**config.mk**
```make
export PLATFORM = sky130hd
export DESIGN_NAME = async_read_timer
export DESIGN_NICKNAME = d
export VERILOG_FILES = /design/src/rtl/async_read_pkg.sv /design/src/rtl/wait_sync.sv /design/src/rtl/cycle_counter.sv /design/src/rtl/strobe_gen.sv /design/src/rtl/async_read_timer.sv
export SDC_FILE = /design/constraint.sdc
export NUM_CORES = 1
export LEC_CHECK = 0
export BUFFER_PORTS_ARGS = -buffer_cell sky130_fd_sc_hd__buf_2
export CAP_MARGIN = 15
export CORE_MARGIN = 5
export CORE_UTILIZATION = 46
export CTS_BUF_LIST = sky130_fd_sc_hd__clkbuf_16
export DETAILED_ROUTE_END_ITERATION = 7
export PLACE_DENSITY = 0.77
export SLEW_MARGIN = 20
export SYNTH_ARGS = -nofsm -noshare
export SYNTH_HDL_FRONTEND = slang
export SYNTH_SLANG_ARGS = --single-unit
export TNS_END_PERCENT = 5
```
**constraint.sdc**
```tcl
create_clock -name clk -period 2.2 [get_ports clk]
set_clock_uncertainty 0.2 [all_clocks]
set_input_delay 0.11 -clock clk [delete_from_list [all_inputs] [get_ports clk]]
set_output_delay 0.11 -clock clk [all_outputs]
set_load 0.02 [all_outputs]
```
**src/rtl/async_read_pkg.sv**
```systemverilog
package async_read_pkg;

    localparam int CNT_W = 8;

    typedef enum logic [0:0] {
        ST_IDLE   = 1'b0,
        ST_ACTIVE = 1'b1
    } rd_state_e;

    typedef struct packed {
        logic [CNT_W-1:0] cs_off;
        logic [CNT_W-1:0] oe_off;
        logic [CNT_W-1:0] access;
        logic [CNT_W-1:0] cycle;
    } timing_cfg_t;

    typedef struct packed {
        logic cs_n;
        logic oe_n;
        logic freeze;
        logic sample;
        logic at_end;
    } strobe_t;

    // every release point must leave one hold cycle after the access point
    function automatic logic timing_ok(timing_cfg_t c);
        return (c.cs_off > c.access) && (c.oe_off > c.access) && (c.cycle > c.access);
    endfunction

endpackage

```
**src/rtl/wait_sync.sv**
```systemverilog
module wait_sync #(
    parameter int STAGES = 2
) (
    input  logic clk,
    input  logic rst,
    input  logic pin,
    input  logic enable,
    input  logic active_high,
    output logic wait_seen
);
    logic [STAGES-1:0] pipe;

    genvar g;
    generate
        for (g = 0; g < STAGES; g++) begin : g_stage
            if (g == 0) begin : g_first
                always_ff @(posedge clk) begin
                    if (rst) pipe[0] <= 1'b0;
                    else     pipe[0] <= pin;
                end
            end else begin : g_next
                always_ff @(posedge clk) begin
                    if (rst) pipe[g] <= 1'b0;
                    else     pipe[g] <= pipe[g-1];
                end
            end
        end
    endgenerate

    assign wait_seen = enable && (pipe[STAGES-1] == active_high);

endmodule

```
**src/rtl/cycle_counter.sv**
```systemverilog
module cycle_counter
    import async_read_pkg::*;
(
    input  logic             clk,
    input  logic             rst,
    input  logic             clear,
    input  logic             advance,
    output logic [CNT_W-1:0] count
);
    always_ff @(posedge clk) begin
        if (rst)          count <= '0;
        else if (clear)   count <= '0;
        else if (advance) count <= count + 1'b1;
    end

    // a frozen counter keeps its value
    assert_count_hold_R7: assert property (@(posedge clk) disable iff (rst)
        (!clear && !advance) |=> (count == $past(count)));

endmodule

```
**src/rtl/strobe_gen.sv**
```systemverilog
module strobe_gen
    import async_read_pkg::*;
(
    input  logic             active,
    input  logic [CNT_W-1:0] count,
    input  timing_cfg_t      cfg,
    input  logic             wait_seen,
    output strobe_t          strb
);
    logic at_access;

    always_comb begin
        at_access   = active && (count == cfg.access);
        strb.cs_n   = !(active && (count < cfg.cs_off));
        strb.oe_n   = !(active && (count < cfg.oe_off));
        strb.freeze = at_access && wait_seen;
        strb.sample = at_access && !wait_seen;
        strb.at_end = active && (count == cfg.cycle);
    end

endmodule

```
**src/rtl/async_read_timer.sv**
```systemverilog
module async_read_timer
    import async_read_pkg::*;
#(
    parameter int DATA_W      = 16,
    parameter int SYNC_STAGES = 2
) (
    input  logic              clk,
    input  logic              rst,
    input  logic              start,
    input  logic [CNT_W-1:0]  cs_off_time,
    input  logic [CNT_W-1:0]  oe_off_time,
    input  logic [CNT_W-1:0]  access_time,
    input  logic [CNT_W-1:0]  cycle_time,
    input  logic              wait_enable,
    input  logic              wait_active_high,
    input  logic              wait_pin,
    input  logic [DATA_W-1:0] mem_data,
    output logic              mem_cs_n,
    output logic              mem_oe_n,
    output logic              busy,
    output logic [DATA_W-1:0] read_data,
    output logic              read_done,
    output logic              cfg_error
);
    rd_state_e        state;
    timing_cfg_t      cfg;
    strobe_t          strb;
    logic [CNT_W-1:0] count;
    logic             wait_seen;
    logic             active;
    logic             launch;
    logic             refuse;
    logic             advance;

    assign cfg.cs_off = cs_off_time;
    assign cfg.oe_off = oe_off_time;
    assign cfg.access = access_time;
    assign cfg.cycle  = cycle_time;

    assign active  = (state == ST_ACTIVE);
    assign launch  = (state == ST_IDLE) && start && timing_ok(cfg);
    assign refuse  = (state == ST_IDLE) && start && !timing_ok(cfg);
    assign advance = active && !strb.freeze && !strb.at_end;

    wait_sync #(.STAGES(SYNC_STAGES)) u_sync (
        .clk         (clk),
        .rst         (rst),
        .pin         (wait_pin),
        .enable      (wait_enable),
        .active_high (wait_active_high),
        .wait_seen   (wait_seen)
    );

    cycle_counter u_cnt (
        .clk     (clk),
        .rst     (rst),
        .clear   (launch),
        .advance (advance),
        .count   (count)
    );

    strobe_gen u_strb (
        .active    (active),
        .count     (count),
        .cfg       (cfg),
        .wait_seen (wait_seen),
        .strb      (strb)
    );

    always_ff @(posedge clk) begin
        if (rst) begin
            state     <= ST_IDLE;
            cfg_error <= 1'b0;
        end else begin
            cfg_error <= refuse;
            if (launch)
                state <= ST_ACTIVE;
            else if (strb.at_end)
                state <= ST_IDLE;
        end
    end

    always_ff @(posedge clk) begin
        if (rst)              read_data <= '0;
        else if (strb.sample) read_data <= mem_data;
    end

    assign mem_cs_n  = strb.cs_n;
    assign mem_oe_n  = strb.oe_n;
    assign busy      = active;
    assign read_done = strb.at_end;

    // the end strobe never lasts two cycles
    assert_done_single_R5: assert property (@(posedge clk) disable iff (rst)
        read_done |=> !read_done);

    // chip select only during a read
    assert_cs_in_read_R3: assert property (@(posedge clk) disable iff (rst)
        !mem_cs_n |-> busy);

    // capture happens while the memory is still driving
    assert_capture_driven_R4: assert property (@(posedge clk) disable iff (rst)
        strb.sample |-> (!mem_oe_n && !mem_cs_n));

    // a refused request leaves the bus idle
    assert_refused_idle_R10: assert property (@(posedge clk) disable iff (rst)
        cfg_error |-> (!busy && mem_cs_n && mem_oe_n));

    // the read ends with the controller idle on the next cycle
    assert_end_to_idle_R5: assert property (@(posedge clk) disable iff (rst)
        read_done |=> !busy);

endmodule

```
==> impl_metrics.toml, run 1 <==
[sta]
grt_setup_unrepaired = "false"
setup_viol_count_final = 0
hold_slack_ps = 42.36
worst_pin_slew_ps = 460.9
clock.fmax_mhz = 477.2
hold_violations = 0
min_period_over_period = 0.9526
min_period_ps = 2096
maxSlewViolCount = 0
slew_headroom = 0.6918

[logic_synthesis]
synth-seq-area-share = 0.2528
synth_compound_area_frac = 0.09650
yosys.area_share.simple = 0.1789
yosys_register_bits = 28
synth_cell_type_count = 38
synth_top_area_cell = "dfxtp_1"
ys_async_sr_fraction = 0
netlist_top_cells_area = "dfxtp_1, ha_1, xnor2_1, mux2i_1, nor2_1"
netlist_instances = 258
netlist_area_mm2 = 0.002217
synth.mux.area_fraction = 0.07675
postSynthAreaPerCell_um2 = 8.594
syn-num-nets = 351
synth_top_area_frac = 0.2528
ys.flop_type = "dfxtp_1"
synth_warnings = 0
synth_xor_xnor_area_share = 0.09819
synth_edf_count = 0
synth_top_family_by_area = "adder cells"
synthAdderAreaFrac = 0.2201

[route]
ant_nets = 0
drtIter0Drc = 144
wire_per_inst_um = 14.64
dr.pass1.iters = 4
drc_errors = 0
drt_wl_total_um = 6001
vias = 2092
viasPerCell = 5.102

[power]
seqPwrFrac = 0.430
power.leakage_nw = 1.579
p_total_w = 0.001193
p_clk_frac = 0.341
power.net_switching_w = 0.0003018
switching_share = 0.2530
ir_worst_vdd_mv = 0.4370
p_per_area_mw_per_mm2 = 403.9
intPower_w = 0.0008912
combPwrFrac = 0.229

[worst_setup_path]
reg2reg_to = "read_data[5]$_SDFFE_PP0P_"
rr_worst_depth = 6
r2r_slack_ps = 110
cp.arrival_ps = 1790
worst_setup_path_end_kind = "output pin"
crit_required_ps = 1890
cp_max_fo = 6
path_class = "reg2out"
critPathLaunchType = "register"
r2r-start = "u_cnt.count[6]$_SDFFE_PP0P_"

[layout]
drive_gt1_frac = 0.2697
area_growth_pct = 33.24
final_nets = 450
antenna_cells = 0

[clocking]
htree_levels = 1
cts_buffers = 3
postCtsSetupRepairBufs = 0
clk_pin_slew_ps = 70
clk_latency_ps = 260
cts.sinks = 28
cts_tree = "built"
cts-root-buf = "clkbuf_16"
clockBufferDepth = 2

[status]
status = "finished clean"

[floorplanning]
rows = 25
initial_core_util = 0.4725
boundaryPins = 75
die_h_um = 79.43
core_mm2 = 0.004692
chipWidth_um = 79.43
dieArea_mm2 = 0.006308

[placement]
place.gp.congestion = 0.8512
io_buffers = 74
dp_hpwl_um = 4764

[min_path]
min_to = "read_data[2]$_SDFFE_PP0P_"
hold_path_class = "in2reg"
hold_path_depth = 2
min_from = "rst"

[global_routing]
grt-ovfl-total = 0
grt_max_degree = 22
grt_pass1_wl_um = 9784
grtUsageTotal = 0.1935
first_global_vias = 2064
antenna_found_initial = 0

[run]
drv_cap = 0
## worst max-delay path by stage
| stage | from | to | depth (start not counted) |
|---|---|---|---|
| after floorplan | busy$_SDFFE_PP0P_ | read_data[9]$_SDFFE_PP0P_ | 7 |
| after global placement | access_time[7] | u_cnt.count[5]$_SDFFE_PP0P_ | 10 |
| after detailed placement | access_time[7] | u_cnt.count[3]$_SDFFE_PP0P_ | 10 |
| after CTS | u_cnt.count[1]$_SDFFE_PP0P_ | mem_oe_n | 8 |
| after global routing | u_cnt.count[1]$_SDFFE_PP0P_ | mem_oe_n | 8 |
| final | u_cnt.count[1]$_SDFFE_PP0P_ | mem_cs_n | 8 |
## through the flow
stage	setup TNS [ps]	util	cell area, µm²	cells	setup WS [ps]
2_1_floorplan	0	-	2217	258	65.10
3_3_place_gp	0	0.5712	2680	388	54.66
3_5_place_dp	-322.1	0.5712	2680	388	-43.16
4_1_cts	0	0.6269	2942	410	55.45
5_1_grt	0	0.6296	2954	410	9.374
6_report	0	0.6296	2954	410	104.3
## kinds of logic (layout without fill, tap and decap cells)
| logic type | Yosys count | in the layout |
|---|---|---|
| AOI/OAI and AO/OA | 34 | 34 |
| adders and majority gates | 39 | 39 |
| and+or+nand+nor | 78 | 78 |
| muxes | 17 | 17 |
| DFF | 28 | 28 |
| xor gates and xnor gates | 24 | 24 |
| buffers and inverters | 38 | 136 |
## synthesized netlist by cell type, types with 3 or more instances
library cell,number
a21o_1,5
a21oi_1,11
buf_2,4
buf_6,3
clkbuf_1,3
dfxtp_1,28
ha_1,39
inv_1,28
mux2i_1,17
nand2_1,6
nand3_1,7
nand4_1,8
nor2_1,32
nor2b_1,5
nor3_1,5
nor4_1,3
o21ai_0,4
o21ai_1,3
xnor2_1,23
## power groups by stage
stage | Clock, W | Combinational, W | Sequential (W)
after CTS | 0.000414 | 0.000270 | 0.000513
after floorplan | 0 | 0.000136 | 0.000527
after global placement | 0 | 0.000234 | 0.000525
after detailed placement | 0 | 0.000243 | 0.000525
after global routing | 0.000445 | 0.000305 | 0.000513
final | 0.000407 | 0.000273 | 0.000513
## cell usage in the layout (no fill, tap or decap), types with 10 or more instances in the layout
cell type       n
dlygate4sd3_1  18
buf_2          73
nor2_1         31
xnor2_1        23
ha_1           39
mux2i_1        17
buf_4          13
inv_1          28
dfxtp_1        27
a21oi_1        10
## layer usage
| layer | GRT usage | part of all wire | vias to the layer above |
|---|---|---|---|
| met5 | 0 | 0 | - |
| met4 | 0.02749 | 0.0078 | 0 |
| met3 | 0.02822 | 0.039 | 4 |
| met2 | 0.3523 | 0.53 | 44 |
| met1 | 0.2448 | 0.42 | 960 |
| li1 | - | - | 1084 |
## repair_timing
action | CTS | global route
gates resized for setup | 1 | 4
endpoints found under the hold margin | 18 | 0
hold buffers | 18 | 0
setup endpoints to repair | 1 | 2
## critical path, stage by stage (launching register included)
cell	delay, ps
dfxtp_1	330
buf_4	160
ha_1	270
o21ai_1	60
a21boi_1	150
o21ai_0	110
a21o_1	170
a21oi_1	110
buf_2	180
## final cells by class
cell class              count  area (µm²)
clock buffers               3       75.07
clock inverters             1       3.754
fillers                   420        1738
inverters                  28       105.1
multi-input cells         192        1498
flip-flops and latches     28       561.8
well taps                  54       67.56
repair buffers            104       643.1
## registers in the layout (all words and copies together) (netlist names)
register	flops
read_data	16
u_cnt.count	8
u_sync.pipe	2
busy	1
cfg_error	1
Power figures use the tool's default switching activity.
==> inputs of run 2 (changes only) <==
- PLACE_DENSITY: 0.77 -> 0.75
- RECOVER_POWER: not set -> 100
- SLEW_MARGIN: 20 -> 10
==> impl_metrics.toml, run 2 (same netlist as run 1, synthesis figures left out) <==
[status]
status = "finished clean"

[worst_setup_path]
r2r-start = "u_cnt.count[6]$_SDFFE_PP0P_"
rr_worst_depth = 6
cp_cell_sequence = "buf_4, xnor2_1, nand4_1, nor2_2, and2_0, buf_2"
cp_max_fo = 6
r2r_slack_ps = 100
path_class = "reg2out"
crit_required_ps = 1890
cpPeakStageDelay_ps = 370
worstSetupStartpoint = "u_cnt.count[5]$_SDFFE_PP0P_"
critPathLaunchType = "register"
reg2reg_to = "read_data[5]$_SDFFE_PP0P_"
worst_setup_path_end_kind = "output pin"
cp.arrival_ps = 1800
slowest_stage = "dfxtp_1"

[power]
p_per_area_mw_per_mm2 = 406.7
p_total_w = 0.001192
power.leakage_nw = 1.499
seqPwrFrac = 0.431
p_clk_frac = 0.341
switching_share = 0.2530
intPower_w = 0.0008903
ir_worst_vdd_mv = 0.3583
combPwrFrac = 0.228
power.net_switching_w = 0.0003016

[clocking]
clk_pin_slew_ps = 60
clk_latency_ps = 260
cts-root-buf = "clkbuf_16"
cts_tree = "built"
cts_buffers = 3
postCtsSetupRepairBufs = 0
clockBufferDepth = 2
htree_levels = 1
cts.sinks = 28

[sta]
min_period_ps = 2112
setup_viol_count_final = 0
hold_slack_ps = 38.80
maxSlewViolCount = 0
setup_ws_ps = 88.28
min_period_over_period = 0.9599
slew_headroom = 0.7003
clock.fmax_mhz = 473.5
hold_violations = 0
worst_pin_slew_ps = 448.2

[floorplanning]
die_h_um = 79.43
initial_core_util = 0.4725
chipWidth_um = 79.43
boundaryPins = 75
rows = 25
core_mm2 = 0.004692
dieArea_mm2 = 0.006308

[min_path]
hold_path_class = "in2reg"
min_to = "read_data[2]$_SDFFE_PP0P_"
hold_path_depth = 2
min_from = "rst"

[route]
drc_errors = 0
dr.pass1.iters = 4
vias = 2131
drt_wl_total_um = 6088
ant_nets = 0
wire_per_inst_um = 14.85
viasPerCell = 5.198
drtIter0Drc = 85

[global_routing]
grt_util_met2 = 0.3573
grtUsageTotal = 0.1947
grt_max_degree = 22
grt_util_met3 = 0.03386
first_global_vias = 2214
grt_pass1_wl_um = 9811
antenna_found_initial = 0
grt-ovfl-total = 0
grt.busiest_layer = "met2"
met1_usage = 0.2340

[placement]
dp_hpwl_um = 4659
place.gp.congestion = 0.8259
pre_cts_ws_ps = 14.73
io_buffers = 74
postPlaceCellArea_mm2 = 0.002680

[layout]
area_growth_pct = 32.17
final_cell_mix = "buf_2, ha_1, nor2_1"
reg_top3 = "read_data x16, u_cnt.count x8, u_sync.pipe x2"
design_area_mm2 = 0.002930
layout_commonest_cell = "buf_2"
largest_register_ffs = 16
drive_gt1_frac = 0.2135
antenna_cells = 0
final_nets = 450
top_register = "read_data"

[run]
drv_cap = 0
-- run 2: final cells by class --
class | count | area (µm²)
fill | 429 | 1762
multi-input combinational | 192 | 1500
tap | 54 | 67.56
inverter | 28 | 105.1
timing repair buffer | 104 | 618.1
clock buffer | 3 | 75.07
sequential | 28 | 560.5
clock inverter | 1 | 3.754
-- run 2: worst max-delay path by stage --
| stage | endpoint | slack, ps |
|---|---|---|
| 3_3_place_gp | u_cnt.count[2]$_SDFFE_PP0P_ | 60 |
| 5_1_grt | read_done | -2 |
| 3_5_place_dp | u_cnt.count[0]$_SDFFE_PP0P_ | 10 |
| 4_1_cts | read_done | 60 |
| 2_1_floorplan | read_data[9]$_SDFFE_PP0P_ | 70 |
| 6_report | read_done | 90 |
-- run 2: through the flow --
stage               std cells  utilization  setup TNS, ps
global route              410       0.6245         -1.941
floorplan                 258            -              0
global placement          388       0.5712              0
CTS                       410       0.6264              0
detailed placement        388       0.5712              0
finish                    410       0.6245              0
-- run 2: repair_timing --
action / CTS / global route
hold buffers: 18 / 0
resized for setup: 0 / 5
hold endpoints to repair: 18 / 0
endpoints found under the setup margin: 0 / 14
-- run 2: power groups by stage --
stage | Sequential [W] | Combinational [W] | Clock [W]
2_1_floorplan | 0.000527 | 0.000136 | 0
6_report | 0.000513 | 0.000272 | 0.000406
4_1_cts | 0.000513 | 0.000268 | 0.000418
5_1_grt | 0.000513 | 0.000306 | 0.000439
3_5_place_dp | 0.000525 | 0.000242 | 0
3_3_place_gp | 0.000524 | 0.000234 | 0
-- run 2: critical path, delay by kind of cell, from the launching register on --
kind / cells / cell delay (ps)
flops: 1 / 370
simple gates: 3 / 680
buf+inv: 2 / 340
xor+xnor: 1 / 140
-- run 2: routing by layer --
metal  wire length, µm  share of wire
met1              2525           0.41
met2              3106           0.51
met3               345          0.057
met4               111          0.018
met5                 0              0
==> inputs of run 3 (changes only) <==
- CORE_UTILIZATION: 46 -> 50
- PLACE_DENSITY: 0.75 -> 0.77
- clock period: 2.2 -> 2.1 ns (I/O delays scaled with it)
==> impl_metrics.toml, run 3 (same netlist as run 1, synthesis figures left out) <==
[status]
status = "finished clean"

[worst_setup_path]
cp_cell_sequence = "xnor2_2, nand3_1, or4b_1, buf_6, mux2i_1, nor2_1"
crit_required_ps = 2040
cp_max_fo = 16
reg2reg_to = "read_data[7]$_SDFFE_PP0P_"
worst_setup_path_end_kind = "register"
slowest_stage = "or4b_1"
critPathLaunchType = "register"
r2r_slack_ps = 40
rr_worst_depth = 6
cp.arrival_ps = 2000
cpPeakStageDelay_ps = 600
r2r-start = "u_cnt.count[4]$_SDFFE_PP0P_"
path_class = "reg2reg"

[power]
ir_worst_vdd_mv = 0.5461
combPwrFrac = 0.240
p_clk_frac = 0.333
seqPwrFrac = 0.427
power.net_switching_w = 0.0003175
power.leakage_nw = 1.563
p_per_area_mw_per_mm2 = 411.4
switching_share = 0.2521
intPower_w = 0.0009420
p_total_w = 0.001260

[route]
drt_wl_total_um = 6080
vias = 2175
drtIter0Drc = 99
viasPerCell = 5.216
dr.pass1.iters = 4
drc_errors = 0
wire_per_inst_um = 14.58
ant_nets = 0

[layout]
layout_commonest_cell = "buf_2"
area_growth_pct = 38.09
reg_top3 = "read_data x16, u_cnt.count x8, u_sync.pipe x2"
final_cell_mix = "buf_2, ha_1, nor2_1"
design_area_mm2 = 0.003062
drive_gt1_frac = 0.2603
antenna_cells = 0
postLayoutCoreUtil = 0.7080
fillCellCount = 349
top_register = "read_data"
largest_register_ffs = 16
final_nets = 460
fin_cells = 417

[global_routing]
first_global_vias = 2177
grt-ovfl-total = 0
grt_max_degree = 22
grt_pass1_wl_um = 9680
antenna_found_initial = 0
grtUsageTotal = 0.1971

[floorplanning]
core_mm2 = 0.004324
initial_core_util = 0.5127
chipWidth_um = 76.59
dieArea_mm2 = 0.005866
die_h_um = 76.59
rows = 24
boundaryPins = 75

[min_path]
hold_path_depth = 2
min_to = "read_data[6]$_SDFFE_PP0P_"
hold_path_class = "in2reg"
min_from = "rst"

[sta]
maxSlewViolCount = 0
slew_headroom = 0.7091
setup_tns_ps = 0
min_period_ps = 2064
setup_viol_count_final = 0
clock.fmax_mhz = 484.6
min_period_over_period = 0.9826
hold_violations = 0
worst_pin_slew_ps = 433.4

[clocking]
htree_levels = 1
clockBufferDepth = 2
cts_tree = "built"
cts.sinks = 28
cts_buffers = 3
clk_pin_slew_ps = 70
cts-root-buf = "clkbuf_16"
clk_latency_ps = 260

[placement]
place.gp.congestion = 0.8531
dp_cells = 393
dp_hpwl_um = 4694
io_buffers = 74
postPlaceCellArea_mm2 = 0.002730

[run]
drv_cap = 0
==> run 3: layout make-up <==
type / count / area (µm²) / area share
clock buffer: 3 / 75.07 / 0.02452
inverter: 28 / 105.1 / 0.03433
multi-input combinational: 192 / 1543 / 0.5039
sequential: 28 / 563.0 / 0.1839
tap: 52 / 65.06 / 0.02125
timing repair buffer: 114 / 710.7 / 0.2321
==> run 3: critical path: cells and delay by family (launching register included) <==
kind | cells | cell delay, ps
XOR/XNOR | 1 | 140
multiplexers | 1 | 190
buffers and inverters | 1 | 210
flip-flops | 1 | 390
AND/OR/NAND/NOR | 3 | 820
==> run 3: layer usage <==
layer	track usage	part of all wire	up-vias
met1	0.2425	0.43	985
met4	0.04895	0.015	0
met3	0.04137	0.052	10
met5	0	0	-
li1	-	-	1104
met2	0.3467	0.50	76
==> run 3: power groups by stage <==
stage | Clock (W) | Combinational [W] | Sequential, W
after CTS | 0.000423 | 0.000292 | 0.000538
after floorplan | 0 | 0.000143 | 0.000552
after global placement | 0 | 0.000256 | 0.000549
final | 0.000420 | 0.000302 | 0.000538
after global routing | 0.000456 | 0.000335 | 0.000538
after detailed placement | 0 | 0.000263 | 0.000550
==> run 3: per-stage QoR <==
stage	worst slack, ps	hold WS (ps)
global route	-47.93	41.25
finish	36.44	31.20
global placement	13.71	122.9
CTS	9.604	43.69
detailed placement	-77.97	124.1
floorplan	44.54	33.18
==> run 3: timing repair <==
item	CTS	global route
buffers inserted	0	3
hold endpoints to repair	18	0
resized for setup	2	18
pin swaps	1	7
endpoints found under the setup margin	2	19
hold buffers	18	0
==> run 3: how the worst max path moves through the flow <==
| stage | start | endpoint | depth (start not counted) |
|---|---|---|---|
| 2_1_floorplan | u_cnt.count[5]$_SDFFE_PP0P_ | read_data[9]$_SDFFE_PP0P_ | 8 |
| 3_3_place_gp | access_time[7] | u_cnt.count[2]$_SDFFE_PP0P_ | 10 |
| 3_5_place_dp | access_time[7] | u_cnt.count[5]$_SDFFE_PP0P_ | 10 |
| 4_1_cts | u_cnt.count[1]$_SDFFE_PP0P_ | mem_oe_n | 8 |
| 5_1_grt | access_time[6] | u_cnt.count[2]$_SDFFE_PP0P_ | 10 |
| 6_report | u_cnt.count[4]$_SDFFE_PP0P_ | read_data[7]$_SDFFE_PP0P_ | 6 |
